<file path="config.mk">
export PLATFORM = sky130hd
export DESIGN_NAME = mv_renamer
export DESIGN_NICKNAME = d
export VERILOG_FILES = /design/src/rtl/mvr_pkg.sv /design/src/rtl/mvr_map_table.sv /design/src/rtl/mvr_free_pick.sv /design/src/rtl/mvr_refcnt.sv /design/src/rtl/mv_renamer.sv
export SDC_FILE = /design/constraint.sdc
export NUM_CORES = 1
export LEC_CHECK = 0
export BUFFER_PORTS_ARGS = -buffer_cell sky130_fd_sc_hd__buf_2
export CELL_PAD_IN_SITES_DETAIL_PLACEMENT = 1
export CELL_PAD_IN_SITES_GLOBAL_PLACEMENT = 1
export CORE_UTILIZATION = 40
export DETAILED_ROUTE_END_ITERATION = 10
export PLACE_DENSITY_LB_ADDON = 0.1
export SLEW_MARGIN = 10
export SYNTH_ARGS = -nofsm -noshare
export SYNTH_HDL_FRONTEND = slang
export SYNTH_SLANG_ARGS = --single-unit
export TNS_END_PERCENT = 100
</file>
<file path="constraint.sdc">
create_clock -name clk -period 7.85 [get_ports clk]
set_input_delay 0.3925 -clock clk [delete_from_list [all_inputs] [get_ports clk]]
set_output_delay 0.3925 -clock clk [all_outputs]
set_load 0.005 [all_outputs]
</file>
<file path="src/rtl/mvr_pkg.sv">
package mvr_pkg;

    // Kind of state update a rename request performs
    typedef enum logic [1:0] {
        OP_IDLE  = 2'd0,
        OP_ALLOC = 2'd1,
        OP_ALIAS = 2'd2
    } mvr_op_e;

    // Counter width able to hold 0..n
    function automatic int cnt_width(input int n);
        return $clog2(n + 1);
    endfunction

endpackage

</file>
<file path="src/rtl/mvr_map_table.sv">
module mvr_map_table #(
    parameter int NUM_LOG  = 16,
    parameter int NUM_PHYS = 32,
    localparam int LW = $clog2(NUM_LOG),
    localparam int PW = $clog2(NUM_PHYS)
) (
    input  logic          clk,
    input  logic          rst_n,
    input  logic [LW-1:0] rd_a_idx,
    output logic [PW-1:0] rd_a_tag,
    input  logic [LW-1:0] rd_b_idx,
    output logic [PW-1:0] rd_b_tag,
    input  logic          wr_en,
    input  logic [LW-1:0] wr_idx,
    input  logic [PW-1:0] wr_tag
);

    typedef struct packed {
        logic [NUM_LOG-1:0][PW-1:0] map;
    } map_st_t;

    function automatic map_st_t reset_state();
        map_st_t s;
        for (int i = 0; i < NUM_LOG; i++) begin
            s.map[i] = PW'(i);
        end
        return s;
    endfunction

    map_st_t st_d, st_q;

    always_comb begin
        st_d = st_q;
        if (wr_en) begin
            st_d.map[wr_idx] = wr_tag;
        end
    end

    always_ff @(posedge clk) begin
        if (!rst_n) begin
            st_q <= reset_state();
        end else begin
            st_q <= st_d;
        end
    end

    assign rd_a_tag = st_q.map[rd_a_idx];
    assign rd_b_tag = st_q.map[rd_b_idx];

endmodule

</file>
<file path="src/rtl/mvr_free_pick.sv">
module mvr_free_pick #(
    parameter int NUM_PHYS = 32,
    localparam int PW = $clog2(NUM_PHYS)
) (
    input  logic [NUM_PHYS-1:0] free_vec,
    output logic                any_free,
    output logic [PW-1:0]       pick_tag
);

    // Lowest-numbered free register wins
    always_comb begin
        pick_tag = '0;
        for (int i = NUM_PHYS - 1; i >= 0; i--) begin
            if (free_vec[i]) begin
                pick_tag = PW'(i);
            end
        end
    end

    assign any_free = |free_vec;

endmodule

</file>
<file path="src/rtl/mvr_refcnt.sv">
module mvr_refcnt #(
    parameter int NUM_LOG  = 16,
    parameter int NUM_PHYS = 32,
    localparam int PW = $clog2(NUM_PHYS),
    localparam int CW = mvr_pkg::cnt_width(NUM_LOG + NUM_PHYS)
) (
    input  logic                clk,
    input  logic                rst_n,
    input  logic                inc_en,
    input  logic [PW-1:0]       inc_tag,
    input  logic                dec_en,
    input  logic [PW-1:0]       dec_tag,
    output logic [NUM_PHYS-1:0] free_vec,
    output logic                dec_zero
);

    typedef struct packed {
        logic [NUM_PHYS-1:0][CW-1:0] cnt;
        logic [NUM_PHYS-1:0]         free;
    } rc_st_t;

    function automatic rc_st_t reset_state();
        rc_st_t s;
        for (int p = 0; p < NUM_PHYS; p++) begin
            s.cnt[p]  = (p < NUM_LOG) ? CW'(1) : CW'(0);
            s.free[p] = (p >= NUM_LOG);
        end
        return s;
    endfunction

    rc_st_t st_d, st_q;
    logic   same_tag;

    assign same_tag = inc_en && dec_en && (inc_tag == dec_tag);

    always_comb begin
        st_d = st_q;
        if (inc_en && !same_tag) begin
            st_d.cnt[inc_tag]  = st_q.cnt[inc_tag] + CW'(1);
            st_d.free[inc_tag] = 1'b0;
        end
        if (dec_en && !same_tag) begin
            st_d.cnt[dec_tag] = st_q.cnt[dec_tag] - CW'(1);
            if (st_q.cnt[dec_tag] == CW'(1)) begin
                st_d.free[dec_tag] = 1'b1;
            end
        end
    end

    always_ff @(posedge clk) begin
        if (!rst_n) begin
            st_q <= reset_state();
        end else begin
            st_q <= st_d;
        end
    end

    assign free_vec = st_q.free;
    assign dec_zero = dec_en && !same_tag && (st_q.cnt[dec_tag] == CW'(1));

    // A release never targets a register without references
    assert_no_underflow_R6: assert property (@(posedge clk) disable iff (!rst_n)
        dec_en |-> (st_q.cnt[dec_tag] != CW'(0)));

    // A new reference never lands on a saturated counter
    assert_no_overflow_R5: assert property (@(posedge clk) disable iff (!rst_n)
        (inc_en && !same_tag) |-> (st_q.cnt[inc_tag] != {CW{1'b1}}));

    // Net-zero update keeps the count
    assert_net_zero_R7: assert property (@(posedge clk) disable iff (!rst_n)
        same_tag |=> (st_q.cnt[$past(inc_tag)] == $past(st_q.cnt[inc_tag])));

    for (genvar p = 0; p < NUM_PHYS; p++) begin : g_free_chk
        // Free flag and zero count always agree
        assert_free_iff_zero_R5: assert property (@(posedge clk) disable iff (!rst_n)
            st_q.free[p] == (st_q.cnt[p] == CW'(0)));
    end

endmodule

</file>
<file path="src/rtl/mv_renamer.sv">
module mv_renamer #(
    parameter int NUM_LOG  = 16,
    parameter int NUM_PHYS = 32,
    localparam int LW = $clog2(NUM_LOG),
    localparam int PW = $clog2(NUM_PHYS)
) (
    input  logic          clk,
    input  logic          rst_n,
    input  logic          req_valid,
    input  logic          req_is_move,
    input  logic          req_has_dst,
    input  logic [LW-1:0] req_src,
    input  logic [LW-1:0] req_dst,
    output logic          ready,
    output logic [PW-1:0] src_ptag,
    output logic [PW-1:0] dst_ptag,
    output logic [PW-1:0] prev_ptag,
    output logic          squash,
    input  logic          rel_valid,
    input  logic [PW-1:0] rel_ptag,
    output logic          rel_freed
);

    import mvr_pkg::*;

    mvr_op_e             op;
    logic [NUM_PHYS-1:0] free_vec;
    logic                any_free;
    logic [PW-1:0]       pick_tag;
    logic [PW-1:0]       src_map;
    logic [PW-1:0]       dst_map;
    logic [PW-1:0]       new_tag;
    logic                stall;
    logic                write_en;

    // Classify the request
    always_comb begin
        if (!req_valid) begin
            op = OP_IDLE;
        end else if (req_is_move) begin
            op = OP_ALIAS;
        end else if (req_has_dst) begin
            op = OP_ALLOC;
        end else begin
            op = OP_IDLE;
        end
    end

    assign stall    = (op == OP_ALLOC) && !any_free;
    assign write_en = (op == OP_ALIAS) || ((op == OP_ALLOC) && any_free);
    assign new_tag  = (op == OP_ALIAS) ? src_map : pick_tag;

    mvr_map_table #(.NUM_LOG(NUM_LOG), .NUM_PHYS(NUM_PHYS)) u_map (
        .clk      (clk),
        .rst_n    (rst_n),
        .rd_a_idx (req_src),
        .rd_a_tag (src_map),
        .rd_b_idx (req_dst),
        .rd_b_tag (dst_map),
        .wr_en    (write_en),
        .wr_idx   (req_dst),
        .wr_tag   (new_tag)
    );

    mvr_refcnt #(.NUM_LOG(NUM_LOG), .NUM_PHYS(NUM_PHYS)) u_cnt (
        .clk      (clk),
        .rst_n    (rst_n),
        .inc_en   (write_en),
        .inc_tag  (new_tag),
        .dec_en   (rel_valid),
        .dec_tag  (rel_ptag),
        .free_vec (free_vec),
        .dec_zero (rel_freed)
    );

    mvr_free_pick #(.NUM_PHYS(NUM_PHYS)) u_pick (
        .free_vec (free_vec),
        .any_free (any_free),
        .pick_tag (pick_tag)
    );

    assign ready     = !stall;
    assign src_ptag  = src_map;
    assign dst_ptag  = new_tag;
    assign prev_ptag = dst_map;
    assign squash    = (op == OP_ALIAS);

    // Allocation only hands out a register the counters call free
    assert_alloc_is_free_R3: assert property (@(posedge clk) disable iff (!rst_n)
        (write_en && !squash) |-> free_vec[dst_ptag]);

    // Back-pressure only with an empty pool
    assert_stall_only_empty_R8: assert property (@(posedge clk) disable iff (!rst_n)
        !ready |-> (free_vec == '0));

    // Copies never wait
    assert_move_never_stalls_R4: assert property (@(posedge clk) disable iff (!rst_n)
        squash |-> ready);

    // A freed register shows up in the pool one cycle later
    assert_freed_enters_pool_R6: assert property (@(posedge clk) disable iff (!rst_n)
        rel_freed |=> free_vec[$past(rel_ptag)]);

    // A copy adding a reference to the released register keeps it alive
    assert_alias_release_R7: assert property (@(posedge clk) disable iff (!rst_n)
        (squash && rel_valid && (rel_ptag == src_ptag)) |-> !rel_freed);

endmodule

</file>
==> summary.md, run 1 <==
| Metric | Value |
|---|---|
| Die height | 219 microns |
| Mapped Cells | 2238 |
| Logic pwr share | 0.249 |
| Seq cells post-synth | 304 |
| Hold Violations, Final | 0 |
| Num Clock Sinks | 304 |
| Avg Vias per Cell | 6.97 |
| Post-CTS Resized | 0 |
| 1st-iter DRT viols | 2270 |
| CTS root buf | clkbuf_16 |
| Post-synthesis mux area share | 0.154 |
| I/O pins | 37 |
| Crit start category | register |
| Maximum vdd ir drop | 0.196 mV |
| DR pass1 iterations | 5 |
| Clk_lat worst skew | 0.57 ns |
| Tot Pwr | 4.65 mW |
| Die ar. | 0.0478 sq mm |
| Gpl congestion | 1.03 |
| Clock group share of total power | 0.400 |
| P_sw | 1.66 mW |
| Register area share after synthesis | 0.324 |
| Netlist cell types | 89 |
| Starting Density | 0.404 |
| Final core occ | 0.444 |
| TNS Setup | 0 ns |
| Main combinational cell family by area after synthesis | compound AO/OA/AOI/OAI gates |
| YS warnings | 0 |
| Met3 Use GR | 0.0863 |
| Syn Area/Cell | 8.39 sq um |
| Vias in the first global route | 19009 |
| Final setup fails | 0 |
| Synth Cell Area | 0.0188 sq mm |
| Share of cells above drive strength 1 | 0.157 |
| CTS tree | built |
| Pleak | 7.12 nW |
| Highest achievable clock rate | 0.157 GHz |
| Rows | 79 |
| Overall global routing resource usage | 0.379 |
| Clock Pin Slew Worst Setup and Hold Paths | 0.06 ns |
| M1 GR Usage | 0.512 |
| CP Capture Type | register |
| Critical path class | reg -> reg |
| Worst Path Required | 8.29 ns |
| Die W | 219 microns |
| Worst Skew | 0.0228 ns |
| Ranking of synthesized cells by area | dfxtp_1 (32%), mux4_2 (11%), nand2_1 (6.6%) |
| Status | finished clean |
| DR DRC count | 0 |
| Routed WL | 91.1 mm |
| P_int | 2.99 mW |
| Core footprint | 0.0465 sq mm |
| Vias | 19521 |
| Hold crit path type | in -> reg |
| Grt ovf | 0 |
| Post-Synth XOR/XNOR Area | 0.00420 |
| Area grow syn2layout | 9.87% |
| First-pass GRT wire length | 133 mm |
| Adder-cell share of the synthesized area | 0.00200 |
| Max Cap Viol | 0 |
| Post-CTS Setup Bufs | 0 |
| Number of synthesized flops with an enable pin | 0 |
| Pwr dens | 226 mW/mm^2 |
| Fin crit share | 0.812 |
| Post-DP HPWL | 62.9 mm |
| Post-synth top area share | 0.324 |
| Antenna Nets Post-Route | 0 |
| Slew Viols, Final | 0 |
| Slack of the critical path | 1.48 ns |
| Synth Area in Simple Gates | 0.216 |
| Syn_nets | 2260 |
| CP Max Fanout | 56 |
| Initial antenna violation count | 2 |
| Largest net degree at the start of global routing | 79 |
| NumNets Final | 2185 |
| Slew HR | 0.136 |
| Global routing's busiest layer | met2 |
| Max clock buf depth | 3 |
| Met2 usage | 0.572 |
| Async set-reset flop share out of synthesis | 0 |
| Wire per inst | 32.6 microns |
| Crit path DAT | 6.81 ns |
| Worst-Margin Slew | 1.29 ns |
| RSZ-0062 raised after global routing | no |
| # port buffers | 36 |
| Area leader, netlist | dfxtp_1 |
| Sw Ratio | 0.357 |
| Cts-stage hold buffer count | 0 |
| Primary FF master, synth | dfxtp_1 |
| CTS buffer count | 37 |
| Post-synthesis compound-gate area fraction | 0.243 |
| H-tree Lvls | 2 |
| Pre-CTS WS | 1.20 ns |
| Final min period | 6.37 ns |
| Sequential Power Share | 0.351 |
==> layout make-up <==
type | instances | area (sq um)
inverter | 20 | 87.6
clock inverter | 8 | 119
clock buffer | 59 | 1180
timing repair buffer | 94 | 649
tap | 607 | 759
sequential | 304 | 6090
antenna | 1 | 2.50
multi-input combinational | 1706 | 11700
fill | 5408 | 25800
==> power by group through the flow <==
stage	sequential [mW]	clock [mW]	combinational (mW)
after global placement	1.66	0	1.10
after CTS	1.63	1.88	1.12
after floorplan	1.64	0	0.646
after detailed placement	1.66	0	1.11
final	1.63	1.86	1.16
after global routing	1.64	1.93	1.18
==> metrics by stage <==
step / hold slack (ns) / std cells / cell area [sq um]
after CTS: 0.169 / 2798 / 20600
final: 0.190 / 2799 / 20600
after global placement: 0.481 / 2731 / 19300
after detailed placement: 0.493 / 2731 / 19300
after floorplan: 0.464 / 2238 / 18800
after global routing: 0.216 / 2798 / 20600
==> Yosys cell counts, types with 11 or more instances <==
library cell / count
a221o_1: 19
a22oi_1: 62
a21oi_2: 30
nand3_1: 68
a31oi_1: 48
clkbuf_1: 130
or3_1: 15
and3_1: 24
o32ai_1: 32
buf_1: 33
nand2_1: 332
nor3_1: 24
a21oi_1: 74
o21bai_1: 15
o211ai_1: 30
and2_1: 26
nor2_1: 304
mux2i_1: 61
and2_0: 11
o221ai_1: 61
buf_2: 24
a211oi_1: 53
mux4_2: 90
nand4_1: 29
dfxtp_1: 304
mux2_2: 18
inv_1: 12
o21ai_0: 78
a311oi_1: 35
o311ai_0: 17
==> cell families (layout without fill, tap and decap cells) <==
logic type,count (synthesis),after routing
flops,304,304
simple gates,905,905
buf+inv,228,181
mux,173,173
xor+xnor,9,9
compound gates,616,616
fa+ha+maj,3,3
other cells,0,1
==> flip-flops by register name, summed over array words and instances, names as in the netlist <==
register / cells
u_cnt.st_q: 192
u_map.st_q: 80
u_cnt.free_vec: 32
==> path summary, 6_finish.rpt <==
kind / start / to / slack (ns) / depth (start not counted)
worst max-delay path: u_cnt.free_vec[13] / u_cnt.st_q[133] / 1.48 / 15
worst min-delay path: rst_n / u_cnt.st_q[110] / 0.19 / 2
worst max register to register: u_cnt.free_vec[13] / u_cnt.st_q[133] / 1.48 / 15
worst min register to register: u_cnt.st_q[111] / u_cnt.st_q[111] / 0.50 / 2
==> critical path, stage by stage (launching register included) <==
cell      delay, ns
dfxtp_1        0.42
nor4_1         0.36
nand3_1        0.14
a211oi_1       0.31
o21a_1         0.53
nor2_4         0.09
inv_4          0.69
mux2i_1        0.30
a22o_1         0.31
a211oi_1       0.22
or4b_1         0.49
buf_4          0.34
or3_4          0.67
o211ai_4       0.95
buf_12         0.28
a31oi_1        0.11
==> per-layer routing <==
layer | wire [microns] | part of all wire
met5 | 0 | 0
met4 | 4360 | 0.048
met3 | 8480 | 0.093
met2 | 40000 | 0.44
met1 | 38300 | 0.42
==> cell usage in the layout (no fill, tap or decap), types with 52 or more instances in the layout <==
master and instances:
a21oi_1 74, o21ai_0 78, a211oi_1 52, nor2_1 304, dfxtp_1 304, nand2_1 332, mux4_2 90, mux2i_1 61
buf_4 57, a22oi_1 62, o221ai_1 61, nand3_1 68
No activity file was read; power rests on OpenSTA's default activity.
==> inputs of run 2 (changes only) <==
==> constraint.sdc (replaced) <==
create_clock -name clk -period 5.7 [get_ports clk]
set_input_delay 0.285 -clock clk [delete_from_list [all_inputs] [get_ports clk]]
set_output_delay 0.285 -clock clk [all_outputs]
set_load 0.005 [all_outputs]
==> run 2 against run 1 <==
Utilization rose by 0.50 points. Die area did not move. Global-route usage barely moved. Clock skew fell by 0.0065 ns. Flip-flop and latch count did not move. Total power rose by 35%. Maximum frequency rose by 19%. Critical endpoint is now u_cnt.st_q[115]. Highest routed layer unchanged. Sequential share of layout area fell by 0.33 points. Cell count rose by 1.4%.
==> summary.md, run 2 (same netlist as run 1, synthesis figures left out) <==
| Metric | Value |
|---|---|
| Largest net degree at the start of global routing | 85 |
| P_sw | 2.29 mW |
| Flip-flop count of the largest register after layout | 192 |
| Most common cell after layout, fill and taps aside | nand2_1 |
| Cells after DPL | 2771 |
| Worst-Margin Slew | 1.34 ns |
| Max incr delay on CP | 0.64 ns |
| Clock group share of total power | 0.382 |
| Logic pwr share | 0.260 |
| Placed instance area | 0.0197 sq mm |
| Post-DP HPWL | 64.9 mm |
| CTS buffer count | 38 |
| Fin area | 0.0209 sq mm |
| Cts-stage hold buffer count | 0 |
| Pwr dens | 301 mW/mm^2 |
| Hold Violations, Final | 0 |
| Buf/Inv on CP | 3 |
| TNS Setup | 0 ns |
| Clock Pin Slew Worst Setup and Hold Paths | 0.07 ns |
| Sw Ratio | 0.366 |
| Max clock buf depth | 3 |
| CTS root buf | clkbuf_16 |
| Final setup fails | 0 |
| Most frequent cells in the layout | nand2_1 (332), nor2_1 (304), dfxtp_1 (304), buf_4 (96), mux4_2 (90) |
| Hold crit path type | in -> reg |
| Critical path class | reg -> reg |
| P_int | 3.98 mW |
| I/O pins | 37 |
| Avg Vias per Cell | 6.95 |
| Initial antenna violation count | 4 |
| Maximum vdd ir drop | 0.298 mV |
| Vias | 19716 |
| Clk_lat worst skew | 0.59 ns |
| Grt ovf | 0 |
| Post-Layout Cell Count | 2838 |
| Gpl congestion | 0.978 |
| Max Cap Viol | 0 |
| Rows | 79 |
| Core footprint | 0.0465 sq mm |
| Status | finished clean |
| DR pass1 iterations | 5 |
| Crit-path slowest cell | or4b_1 |
| Crit start category | register |
| Share of cells above drive strength 1 | 0.170 |
| Critical path's top delay family | simple AND/OR/NAND/NOR gates |
| First-pass GRT wire length | 132 mm |
| Most flops, register | u_cnt.st_q |
| Crit path DAT | 5.80 ns |
| Highest achievable clock rate | 0.187 GHz |
| Slew Viols, Final | 0 |
| Die height | 219 microns |
| RSZ-0062 raised after global routing | no |
| Worst Path Required | 6.16 ns |
| Final core occ | 0.449 |
| Starting Density | 0.404 |
| Die W | 219 microns |
| Routed WL | 91.6 mm |
| Worst Skew | 0.0163 ns |
| CTS tree | built |
| H-tree Lvls | 2 |
| Final min period | 5.35 ns |
| 1st-iter DRT viols | 2054 |
| Wire per inst | 32.3 microns |
| CP Capture Type | register |
| Antenna Nets Post-Route | 0 |
| Area grow syn2layout | 11.1% |
| Pleak | 7.27 nW |
| Crit-path cells | nor4_2, nand3_1, a211oi_1, o21a_1, nor2_4, inv_4, buf_4, nand2_1, nand3_1, a31oi_1, or4b_1, or3_4, o211ai_4, buf_4, a31oi_1 |
| Sequential Power Share | 0.358 |
| Die ar. | 0.0478 sq mm |
| Slew HR | 0.102 |
| NumNets Final | 2226 |
| Num Clock Sinks | 304 |
| Fin crit share | 0.938 |
| CP Max Fanout | 42 |
| # port buffers | 36 |
| FILL cells | 5484 |
| Overall global routing resource usage | 0.379 |
| Vias in the first global route | 19016 |
| DR DRC count | 0 |
==> run 2: cell count changes in the layout (fill, tap and decap cells not counted), sizes merged <==
| cell | before | now |
|---|---|---|
| buf | 94 | 134 |
| clkbuf | 59 | 55 |
| bufinv | 3 | 1 |
| clkinv | 8 | 10 |
| diode | 1 | 3 |
| inv | 17 | 18 |
==> run 2: path summary, 6_finish.rpt <==
kind                 startpoint               to  slack [ns]  cells after the start
max          u_cnt.free_vec[12]  u_cnt.st_q[115]        0.35                     15
min reg2reg     u_cnt.st_q[201]  u_cnt.st_q[201]        0.51                      2
min                       rst_n   u_cnt.st_q[44]        0.18                      2
max reg2reg  u_cnt.free_vec[12]  u_cnt.st_q[115]        0.35                     15
==> run 2: what timing repair did <==
item | 4_1_cts | 5_1_grt
setup buffers | 0 | 0
gates resized for setup | 0 | 1
endpoints found under the setup margin | 0 | 15
==> run 2: power by group through the flow <==
stage	logic [mW]	clock network, mW	registers [mW]
6_report	1.63	2.39	2.24
5_1_grt	1.67	2.49	2.25
4_1_cts	1.59	2.41	2.24
3_5_place_dp	1.58	0	2.29
3_3_place_gp	1.56	0	2.29
2_1_floorplan	0.889	0	2.26
==> run 2: cell type report <==
cell class,instances,area (sq um),share of cell area
Antenna cell,3,7.51,0.000360
Clock buffer,55,1080,0.0520
Clock inverter,9,88.8,0.00426
Inverter,20,87.6,0.00420
Multi-Input combinational cell,1706,11800,0.565
Sequential cell,304,6090,0.292
Tap cell,607,759,0.0364
Timing Repair Buffer,134,962,0.0461
==> run 2: routing by layer <==
layer,track usage,wire (microns)
met5,0,0
met2,0.576,40600
met1,0.510,38600
met4,0.176,4230
met3,0.0809,8150
==> run 2: per-stage QoR <==
stage / hold slack, ns / total power [mW] / worst slack [ns]
final: 0.184 / 6.27 / 0.354
after global routing: 0.181 / 6.41 / 0.180
after CTS: 0.135 / 6.24 / 0.235
after detailed placement: 0.493 / 3.87 / 0.238
after global placement: 0.478 / 3.85 / 0.264
after floorplan: 0.464 / 3.15 / 1.61
